### config.mk
export PLATFORM = sky130hd
export DESIGN_NAME = wlt_test_init
export DESIGN_NICKNAME = d
export VERILOG_FILES = /design/src/rtl/wlt_pkg.sv /design/src/rtl/wlt_seq.sv /design/src/rtl/wlt_drive.sv /design/src/rtl/wlt_collect.sv /design/src/rtl/wlt_test_init.sv
export SDC_FILE = /design/constraint.sdc
export NUM_CORES = 1
export LEC_CHECK = 0
export CAP_MARGIN = 20
export CORE_ASPECT_RATIO = 0.8
export CORE_UTILIZATION = 50
export DETAILED_ROUTE_END_ITERATION = 8
export GPL_TIMING_DRIVEN = 0
export PLACE_DENSITY = 0.76
export SETUP_SLACK_MARGIN = 0.2
export SLEW_MARGIN = 40
export SYNTH_ARGS = -nofsm -noshare
export SYNTH_HDL_FRONTEND = slang
export SYNTH_SLANG_ARGS = --single-unit
### constraint.sdc
create_clock -name clk -period 2.1 [get_ports clk]
set_input_delay 0.525 -clock clk [delete_from_list [all_inputs] [get_ports clk]]
set_output_delay 0.525 -clock clk [all_outputs]
set_load 0.1 [all_outputs]
### src/rtl/wlt_pkg.sv
package wlt_pkg;

  typedef enum logic [2:0] {
    PH_IDLE  = 3'd0,
    PH_SYNC  = 3'd1,
    PH_GAP   = 3'd2,
    PH_MARK  = 3'd3,
    PH_PARM  = 3'd4,
    PH_PAUSE = 3'd5,
    PH_WAKE  = 3'd6,
    PH_SLOT  = 3'd7
  } phase_t;

  localparam int unsigned NPARM = 5;

  function automatic int unsigned imax(input int unsigned a, input int unsigned b);
    return (a > b) ? a : b;
  endfunction

endpackage

### src/rtl/wlt_seq.sv
module wlt_seq
  import wlt_pkg::*;
#(
  parameter int unsigned MC      = 4,
  parameter int unsigned T_SYNC  = 6,
  parameter int unsigned T_GAP   = 3,
  parameter int unsigned T_MARK  = 4,
  parameter int unsigned N_MARK  = 3,
  parameter int unsigned T_PBIT  = 4,
  parameter int unsigned T_PAUSE = 10,
  parameter int unsigned T_WAKE  = 5,
  parameter int unsigned T_SLOT  = 6,
  parameter int unsigned CW      = 4,
  parameter int unsigned IW      = 3
) (
  input  logic             clk,
  input  logic             rst_n,
  input  logic             start_req,
  input  logic             tick,
  input  logic [NPARM-1:0] code_in,
  input  logic             own_alive_in,
  input  logic             own_lock_in,
  output phase_t           phase_o,
  output logic [CW-1:0]    cnt_o,
  output logic [IW-1:0]    idx_o,
  output logic [NPARM-1:0] code_o,
  output logic             own_alive_o,
  output logic             own_lock_o,
  output logic             accept_o,
  output logic             smp_o,
  output logic             done_o
);

  localparam logic [CW-1:0] HALF_SLOT = CW'(T_SLOT / 2);

  phase_t           phase_q, phase_d;
  logic [CW-1:0]    cnt_q, cnt_d, end_cnt;
  logic [IW-1:0]    idx_q, idx_d, end_idx;
  logic [NPARM-1:0] code_q;
  logic             oa_q, ol_q;
  logic             done_q, done_d;
  logic             accept;

  // per-phase interval length and repeat count
  always_comb begin
    end_cnt = '0;
    end_idx = '0;
    case (phase_q)
      PH_SYNC:  end_cnt = CW'(T_SYNC - 1);
      PH_GAP:   end_cnt = CW'(T_GAP - 1);
      PH_MARK:  begin end_cnt = CW'(T_MARK - 1); end_idx = IW'(N_MARK - 1); end
      PH_PARM:  begin end_cnt = CW'(T_PBIT - 1); end_idx = IW'(NPARM - 1);  end
      PH_PAUSE: end_cnt = CW'(T_PAUSE - 1);
      PH_WAKE:  end_cnt = CW'(T_WAKE - 1);
      PH_SLOT:  begin end_cnt = CW'(T_SLOT - 1); end_idx = IW'(2 * MC - 1); end
      default:  ;
    endcase
  end

  // next-state logic
  always_comb begin
    phase_d = phase_q;
    cnt_d   = cnt_q;
    idx_d   = idx_q;
    done_d  = 1'b0;
    accept  = 1'b0;
    if (phase_q == PH_IDLE) begin
      if (start_req) begin
        accept  = 1'b1;
        phase_d = PH_SYNC;
        cnt_d   = '0;
        idx_d   = '0;
      end
    end else if (tick) begin
      if (cnt_q == end_cnt) begin
        cnt_d = '0;
        if (idx_q == end_idx) begin
          idx_d = '0;
          case (phase_q)
            PH_SYNC:  phase_d = PH_GAP;
            PH_GAP:   phase_d = PH_MARK;
            PH_MARK:  phase_d = PH_PARM;
            PH_PARM:  phase_d = PH_PAUSE;
            PH_PAUSE: phase_d = PH_WAKE;
            PH_WAKE:  phase_d = PH_SLOT;
            default:  begin phase_d = PH_IDLE; done_d = 1'b1; end
          endcase
        end else begin
          idx_d = idx_q + 1'b1;
        end
      end else begin
        cnt_d = cnt_q + 1'b1;
      end
    end
  end

  // state registers
  always_ff @(posedge clk or negedge rst_n) begin
    if (!rst_n) begin
      phase_q <= PH_IDLE;
      cnt_q   <= '0;
      idx_q   <= '0;
      done_q  <= 1'b0;
    end else begin
      phase_q <= phase_d;
      cnt_q   <= cnt_d;
      idx_q   <= idx_d;
      done_q  <= done_d;
    end
  end

  // test parameters, loaded only on an accepted start
  always_ff @(posedge clk or negedge rst_n) begin
    if (!rst_n) begin
      code_q <= '0;
      oa_q   <= 1'b0;
      ol_q   <= 1'b0;
    end else if (accept) begin
      code_q <= code_in;
      oa_q   <= own_alive_in;
      ol_q   <= own_lock_in;
    end
  end

  assign phase_o     = phase_q;
  assign cnt_o       = cnt_q;
  assign idx_o       = idx_q;
  assign code_o      = code_q;
  assign own_alive_o = oa_q;
  assign own_lock_o  = ol_q;
  assign accept_o    = accept;
  assign smp_o       = (phase_q == PH_SLOT) && tick && (cnt_q == HALF_SLOT);
  assign done_o      = done_q;

endmodule

### src/rtl/wlt_drive.sv
module wlt_drive
  import wlt_pkg::*;
#(
  parameter int unsigned T_MARK = 4,
  parameter int unsigned CW     = 4,
  parameter int unsigned IW     = 3
) (
  input  phase_t           phase,
  input  logic [CW-1:0]    cnt,
  input  logic [IW-1:0]    idx,
  input  logic [NPARM-1:0] code,
  input  logic             own_alive,
  input  logic             own_lock,
  output logic             pull
);

  localparam logic [CW-1:0] MARK_LO = CW'(T_MARK / 2);

  logic cur_bit;

  // parameter bits leave MSB first
  always_comb begin
    cur_bit = 1'b1;
    for (int k = 0; k < int'(NPARM); k++) begin
      if (idx == IW'(k)) cur_bit = code[NPARM-1-k];
    end
  end

  always_comb begin
    pull = 1'b0;
    case (phase)
      PH_SYNC: pull = 1'b1;
      PH_MARK: pull = (cnt < MARK_LO);
      PH_PARM: pull = ~cur_bit;
      PH_SLOT: begin
        if (idx == IW'(0))      pull = own_alive;
        else if (idx == IW'(1)) pull = own_lock;
      end
      default: pull = 1'b0;
    endcase
  end

endmodule

### src/rtl/wlt_collect.sv
module wlt_collect #(
  parameter int unsigned MC = 4,
  parameter int unsigned IW = 3
) (
  input  logic          clk,
  input  logic          rst_n,
  input  logic          clr,
  input  logic          smp,
  input  logic [IW-1:0] idx,
  input  logic          line_in,
  output logic [MC-1:0] alive_o,
  output logic [MC-1:0] lock_o
);

  logic line_s1, line_s2;

  always_ff @(posedge clk or negedge rst_n) begin
    if (!rst_n) begin
      line_s1 <= 1'b1;
      line_s2 <= 1'b1;
    end else begin
      line_s1 <= line_in;
      line_s2 <= line_s1;
    end
  end

  for (genvar c = 0; c < int'(MC); c++) begin : g_cls
    always_ff @(posedge clk or negedge rst_n) begin
      if (!rst_n) begin
        alive_o[c] <= 1'b0;
        lock_o[c]  <= 1'b0;
      end else if (clr) begin
        alive_o[c] <= 1'b0;
        lock_o[c]  <= 1'b0;
      end else if (smp) begin
        if (idx == IW'(2 * c))     alive_o[c] <= ~line_s2;
        if (idx == IW'(2 * c + 1)) lock_o[c]  <= ~line_s2;
      end
    end
  end

endmodule

### src/rtl/wlt_test_init.sv
module wlt_test_init
  import wlt_pkg::*;
#(
  parameter int unsigned MC      = 4,
  parameter int unsigned T_SYNC  = 6,
  parameter int unsigned T_GAP   = 3,
  parameter int unsigned T_MARK  = 4,
  parameter int unsigned N_MARK  = 3,
  parameter int unsigned T_PBIT  = 4,
  parameter int unsigned T_PAUSE = 10,
  parameter int unsigned T_WAKE  = 5,
  parameter int unsigned T_SLOT  = 6
) (
  input  logic          clk,
  input  logic          arst_n,
  input  logic          start_req,
  input  logic [4:0]    test_code,
  input  logic          own_alive,
  input  logic          own_lock,
  input  logic          tick,
  input  logic          line_in,
  output logic          line_pull,
  output logic          test_done,
  output logic [MC-1:0] alive_vec,
  output logic [MC-1:0] lock_vec
);

  localparam int unsigned LMAX = imax(imax(imax(T_SYNC, T_GAP), imax(T_MARK, T_PBIT)),
                                      imax(imax(T_PAUSE, T_WAKE), T_SLOT));
  localparam int unsigned CW   = imax($clog2(LMAX + 1), 1);
  localparam int unsigned IW   = imax($clog2(imax(imax(2 * MC, N_MARK), NPARM)), 1);

  logic rst_m, rst_n;

  // asynchronous assertion, synchronous release
  always_ff @(posedge clk or negedge arst_n) begin
    if (!arst_n) begin
      rst_m <= 1'b0;
      rst_n <= 1'b0;
    end else begin
      rst_m <= 1'b1;
      rst_n <= rst_m;
    end
  end

  phase_t           phase;
  logic [CW-1:0]    cnt;
  logic [IW-1:0]    idx;
  logic [NPARM-1:0] code_l;
  logic             oa_l, ol_l, accept, smp;

  wlt_seq #(
    .MC(MC), .T_SYNC(T_SYNC), .T_GAP(T_GAP), .T_MARK(T_MARK), .N_MARK(N_MARK),
    .T_PBIT(T_PBIT), .T_PAUSE(T_PAUSE), .T_WAKE(T_WAKE), .T_SLOT(T_SLOT),
    .CW(CW), .IW(IW)
  ) u_seq (
    .clk(clk), .rst_n(rst_n), .start_req(start_req), .tick(tick),
    .code_in(test_code), .own_alive_in(own_alive), .own_lock_in(own_lock),
    .phase_o(phase), .cnt_o(cnt), .idx_o(idx), .code_o(code_l),
    .own_alive_o(oa_l), .own_lock_o(ol_l), .accept_o(accept),
    .smp_o(smp), .done_o(test_done)
  );

  wlt_drive #(.T_MARK(T_MARK), .CW(CW), .IW(IW)) u_drive (
    .phase(phase), .cnt(cnt), .idx(idx), .code(code_l),
    .own_alive(oa_l), .own_lock(ol_l), .pull(line_pull)
  );

  wlt_collect #(.MC(MC), .IW(IW)) u_collect (
    .clk(clk), .rst_n(rst_n), .clr(accept), .smp(smp), .idx(idx),
    .line_in(line_in), .alive_o(alive_vec), .lock_o(lock_vec)
  );

endmodule

# --- Word level (Yosys, flattened, before mapping) ---
# Cells that the tools add are included.
op_classes:
  n_addsub: 2
  magnitude_cmp: 1
  n_eq_ne: 18
  mux: 56
  bitwise_logic: 2
  reduce_logical: 30
ops:
  columns: ["operator", "count"]
  rows:
  - ["two-way mux 1 bit", 38]
  - ["two-way mux 3 bit", 10]
  - ["== test 3 bit, second input constant", 8]
  - ["nonzero test 2 bit", 12]
  - ["case mux 4 bit (5 select lines)", 1]
  - ["case mux 3 bit (6 select lines)", 1]
  - ["AND reduction 2 bit", 9]
  - ["two-way mux 4 bit", 4]
  - ["== test 3 x 2 -> 1 bit, second input constant", 4]
  - ["case mux 3 bit (3 select lines)", 1]
  - ["== test 3 x 1 -> 1 bit, second input constant", 2]
  - ["zero test 3 bit", 2]
  - ["OR reduction 6 bit", 1]
  - ["adder 4 x 1 -> 4 bit, second input constant", 1]
  - ["== test 4 x 2 -> 1 bit, second input constant", 1]
  - ["== test 4 bit", 1]
  - ["less-than comparator 4 x 2 -> 1 bit, second input constant", 1]
  - ["case mux 1 bit (4 select lines)", 1]
  - ["AND reduction 4 bit", 1]
  - ["OR reduction 2 bit", 2]
  - ["adder 3 x 1 -> 3 bit, second input constant", 1]
  - ["== test 3 bit", 1]
  - ["AND reduction 3 bit", 1]
  - ["logical AND 1 bit", 2]
  - ["other kinds (2)", 3]
totals:
  reg_bits: 30
  input_bits: 12
  out_inout_bits: 10
  elab_cells: 128

# --- Depth between registers and ports, before layout ---
depth:
  word_depth: 8
  ltp_mapped: 8

# --- By module ---
# Synthesis repeated with hierarchy kept, for this count alone.
hier_totals:
  hier_cells: 182
  area_unflattened_um2: 1726.7
by_module_without_submodules:
  columns: ["mod", "instances", "cells_per_inst", "area_per_inst_um2"]
  rows:
  - ["wlt_seq", 1, 131, 1092.3]
  - ["wlt_collect", 1, 36, 485.5]
  - ["wlt_drive", 1, 12, 95.1]
  - ["wlt_test_init", 1, 3, 53.8]

# --- Worst setup path after synthesis ---
# Ideal clock, no wire load.
synth_path:
  path_type: "reg2out"
  startpoint: "register u_seq.idx_q[2], in the netlist u_seq.idx_o[2]"
  endpoint: "output line_pull"
  arrival_time_ns: 3.538
  t_required_ns: 1.575
  path_slack_ns: -1.963
  stages_incl_launch_ff: 7
  path_buffers: 1
  path_cell_list: "dfrtp_1 -> clkbuf_1 -> inv_1 -> ha_1 -> a2111oi_0 -> a221oi_1 -> o21ai_0"
synth_via:
  elab_chain_len: 8
  word_cells_on_any_way: 14
  cone_classes: "4 x eq/ne; 8 x mux; 1 x bitwise; 1 x reduce/logical"
synth_lines:
  columns: ["item", "line", "source"]
  rows:
  - ["from (decl)", "wlt_seq.sv:38", "logic [IW-1:0] idx_q, idx_d, end_idx;"]
  - ["from (signal assigned)", "wlt_seq.sv:107", "idx_q <= idx_d;"]
  - ["zero test 3 bit", "wlt_drive.sv:25, wlt_drive.sv:36", null]
  - ["two-way mux 1 bit (5 in a row)", "wlt_drive.sv:25", "if (idx == IW'(k)) cur_bit = code[NPARM-1-k];"]
  - ["NOT 1 bit", "wlt_drive.sv:34", "PH_PARM: pull = ~cur_bit;"]
  - ["case mux 1 bit (4 select lines) *", "wlt_drive.sv:31", "case (phase)"]
  - ["to (decl)", "wlt_test_init.sv:22", "output logic line_pull,"]
# Mark *: on every way between the ends. The rest lies on a longest branch, timed or not.

# --- Worst setup path after layout ---
layout_path:
  startpoint: "register u_seq.idx_q[1], in the netlist u_seq.idx_o[1]"
  endpoint: "output line_pull"
# Same word-level chain as after synthesis.

==> flow_summary_export.csv <==
group,metric,value,unit
cts,cts.path.max_buffers,2,
global_route,antenna_found_initial,0,
outcome,status,"finished with violations",
finish,final_common_cell,"dfrtp_1",
sta,layout_setup_ws,-362,ps
synth,synth_area_per_cell,10.4,µm²
synth,ys_types,47,
route,drc,0,
pwr,power.switching,1.71,mW
route,post_drt_wl_per_cell,17.3,µm
pwr,share_comb_of_total_power,64.8,%
sta,fin_crit,2460,ps
sta,setup_viol,1,
finish,layout.cells.non_filler,258,
cts,cts_tree,"yes",
pwr,p_sw_share,44.4,%
critical_path,crit_path_end_kind,"output port",
sta,rsz0062_at_grt,"true",
sta,hold_viol_final,0,
synth,yosysSeqAreaShare,41.9,%
route,drt_first_pass_iters,6,
route,first_iter_violations,96,
finish,drive_above_1_share,38.4,%
cts,clkLatencyLatePin,280,ps
critical_path,reg2reg_slack,180,ps
synth,synthCells,173,
floorplanning,die-area,3840,µm²
global_route,grt_max_degree,29,
place,dp.cells,236,
place,place.gp.congestion,0.914,
critical_path,cp.required,1570,ps
synth,synth-edff-count,0,
pwr,power_density,1560,nW/µm²
place,dp_slack,-434,ps
critical_path,start_kind,"register",
outcome,violations,"setup timing",
finish,final_core_util,72.3,%
pwr,pwr-share-clk,12.3,%
synth,ys_warn_count,0,
synth,synth_ff_type,"dfrtp_1",
global_route,grt_util_all_layers,22.6,%
cts,cts_buffers,5,
cts,cts.sinks,30,
cts,htreeDepth,2,
critical_path,critPathKind,"reg -> out",
sta,final-max-slew-violation-count,0,
synth,synthArstFlopShare,100,%
pwr,p_leak,1.14,nW
pwr,p_int,2.15,mW
cts,cts.clk_slew.worst_paths,70,ps
route,wirelength,4470,µm
sta,worstMarginPinSlew,624,ps
sta,maxClockFrequency,406,MHz
critical_path,path_max_fanout,8,
sta,hold_slack,278,ps
global_route,grt_pass1_vias,1403,
finish,area_delta_synth_final,37.6,%
cts,cts_root_buf,"clkbuf_8",
pwr,ir_drop,0.855,mV
finish,final_nets,234,
global_route,grt_pass1_wl,6710,µm
route,vias,1536,
pwr,total_power,3.86,mW
finish,final_cell_mix,"dfrtp_1, buf_4, nor2_1",
floorplanning,rows,19,
worst_hold_path,min_path_type,"reg -> async",
floorplanning,ios,22,
route,via_per_inst,5.95,
cts,ctsHoldBuffers,0,
sta,fin_crit_sh,117,%
place,portBuffers,21,
global_route,grt_overflow,0,
synth,syn_area,1800,µm²
route,drt.antenna.violating_nets,0,
sta,slew_headroom,58.4,%
floorplanning,core,3420,µm²
critical_path,crit_arrival,1940,ps
synth,synth_fp_nets,192,
flow_run,maxCapViolations,0,
finish,diodes,0,
synth,ys_seq_elements,30,
sta,finClkSkew,6.03,ps
floorplanning,die_x,69.1,µm
place,dpl.hpwl,2760,µm
floorplanning,fp.dieH,55.7,µm
floorplanning,start_util,52.6,%
pwr,power_frac_seq,22.8,%
[per-layer routing]
metal	wire length [µm]	GRT usage [%]	vias to the layer above
met2	2180	33.7	64
met3	270	7.07	12
met1	1900	30.6	760
met4	112	9.62	0
li1	-	-	700
met5	0	0	-
[state kept, by name, summed over array words and instances (netlist names), 3 cells and up]
register,cells
u_seq.code_o,5
u_collect.alive_o,4
u_collect.lock_o,4
u_seq.cnt_o,4
u_seq.idx_o,3
u_seq.phase_o,3
[repair_timing]
action,CTS,global route
endpoints found under the setup margin,13,11
buffers inserted,7,7
pin swaps,5,12
gates resized for setup,19,19
[path summary, 6_finish.rpt]
path / from / end / cells past startpoint
hold / removal: rst_n$_DFF_PN0_ / u_seq.code_o[1]$_DFFE_PN0P_ / 0
setup / recovery: u_seq.idx_o[1]$_DFFE_PN0P_ / line_pull / 7
min in group clk: u_collect.line_s1$_DFF_PN1_ / u_collect.line_s2$_DFF_PN1_ / 0
hold reg to reg: rst_n$_DFF_PN0_ / u_seq.code_o[1]$_DFFE_PN0P_ / 0
max in group asynchronous: rst_n$_DFF_PN0_ / u_seq.idx_o[1]$_DFFE_PN0P_ / 0
setup reg to reg: u_seq.phase_o[2]$_DFFE_PN0P_ / u_collect.alive_o[2]$_DFFE_PN0P_ / 8
[power groups by stage]
stage | sequential [mW] | clock (mW) | combinational, mW
floorplan | 0.853 | 0 | 1.52
global route | 0.894 | 0.516 | 2.65
detailed placement | 0.882 | 0 | 1.85
finish | 0.881 | 0.477 | 2.50
global placement | 0.872 | 0 | 1.80
CTS | 0.862 | 0.483 | 2.17
[final cells by class]
| cell class | count | area (µm²) |
|---|---|---|
| multi-input cells | 124 | 1150 |
| fillers | 249 | 948 |
| flip-flops and latches | 30 | 757 |
| repair buffers | 35 | 290 |
| plain buffers | 12 | 104 |
| clock buffers | 7 | 86.3 |
| well taps | 42 | 52.6 |
| inverters | 7 | 33.8 |
| clock inverters | 1 | 5.00 |
[critical path, stage by stage (launching register included)]
cell,delay [ps]
dfrtp_2,430
buf_4,180
ha_4,200
a221oi_4,220
a2111oi_4,60
a221oi_2,270
o21ai_4,100
buf_12,180
[cells in the mapped netlist (2+ instances only)]
| master | n | area [µm²] |
|---|---|---|
| o21ai_0 | 6 | 30.0 |
| nor4_1 | 4 | 25.0 |
| o31ai_1 | 6 | 45.0 |
| xnor2_1 | 7 | 61.3 |
| dfrtp_1 | 28 | 701 |
| a211oi_1 | 3 | 22.5 |
| clkbuf_1 | 5 | 18.8 |
| mux2i_1 | 9 | 90.1 |
| nand2_1 | 14 | 52.6 |
| nand2b_1 | 3 | 18.8 |
| nor2_1 | 16 | 60.1 |
| mux2_2 | 5 | 56.3 |
| nand3_1 | 5 | 25.0 |
| a221oi_1 | 3 | 26.3 |
| buf_4 | 4 | 30.0 |
| inv_1 | 7 | 26.3 |
| mux2_4 | 3 | 45.0 |
| dfstp_2 | 2 | 52.6 |
| and3_1 | 4 | 25.0 |
| buf_6 | 2 | 22.5 |
| nand4_1 | 3 | 18.8 |
| o211ai_1 | 3 | 22.5 |
| ha_1 | 7 | 87.6 |
[stage by stage]
step,TNS (ps),instance area (µm²)
floorplan,-300,1880
global placement,-2570,2140
detailed placement,-3240,2090
CTS,-321,2320
global route,-432,2470
finish,-362,2470
[cell families after synthesis]
family | Yosys count | synth area share, %
xor+xnor | 8 | 3.89
compound gates | 30 | 13.4
buf+inv | 19 | 5.70
simple gates | 61 | 19.4
flops | 30 | 41.9
other cells | 1 | 0.208
mux | 17 | 10.6
fa+ha+maj | 7 | 4.87
No activity file was read; power rests on OpenSTA's default activity.
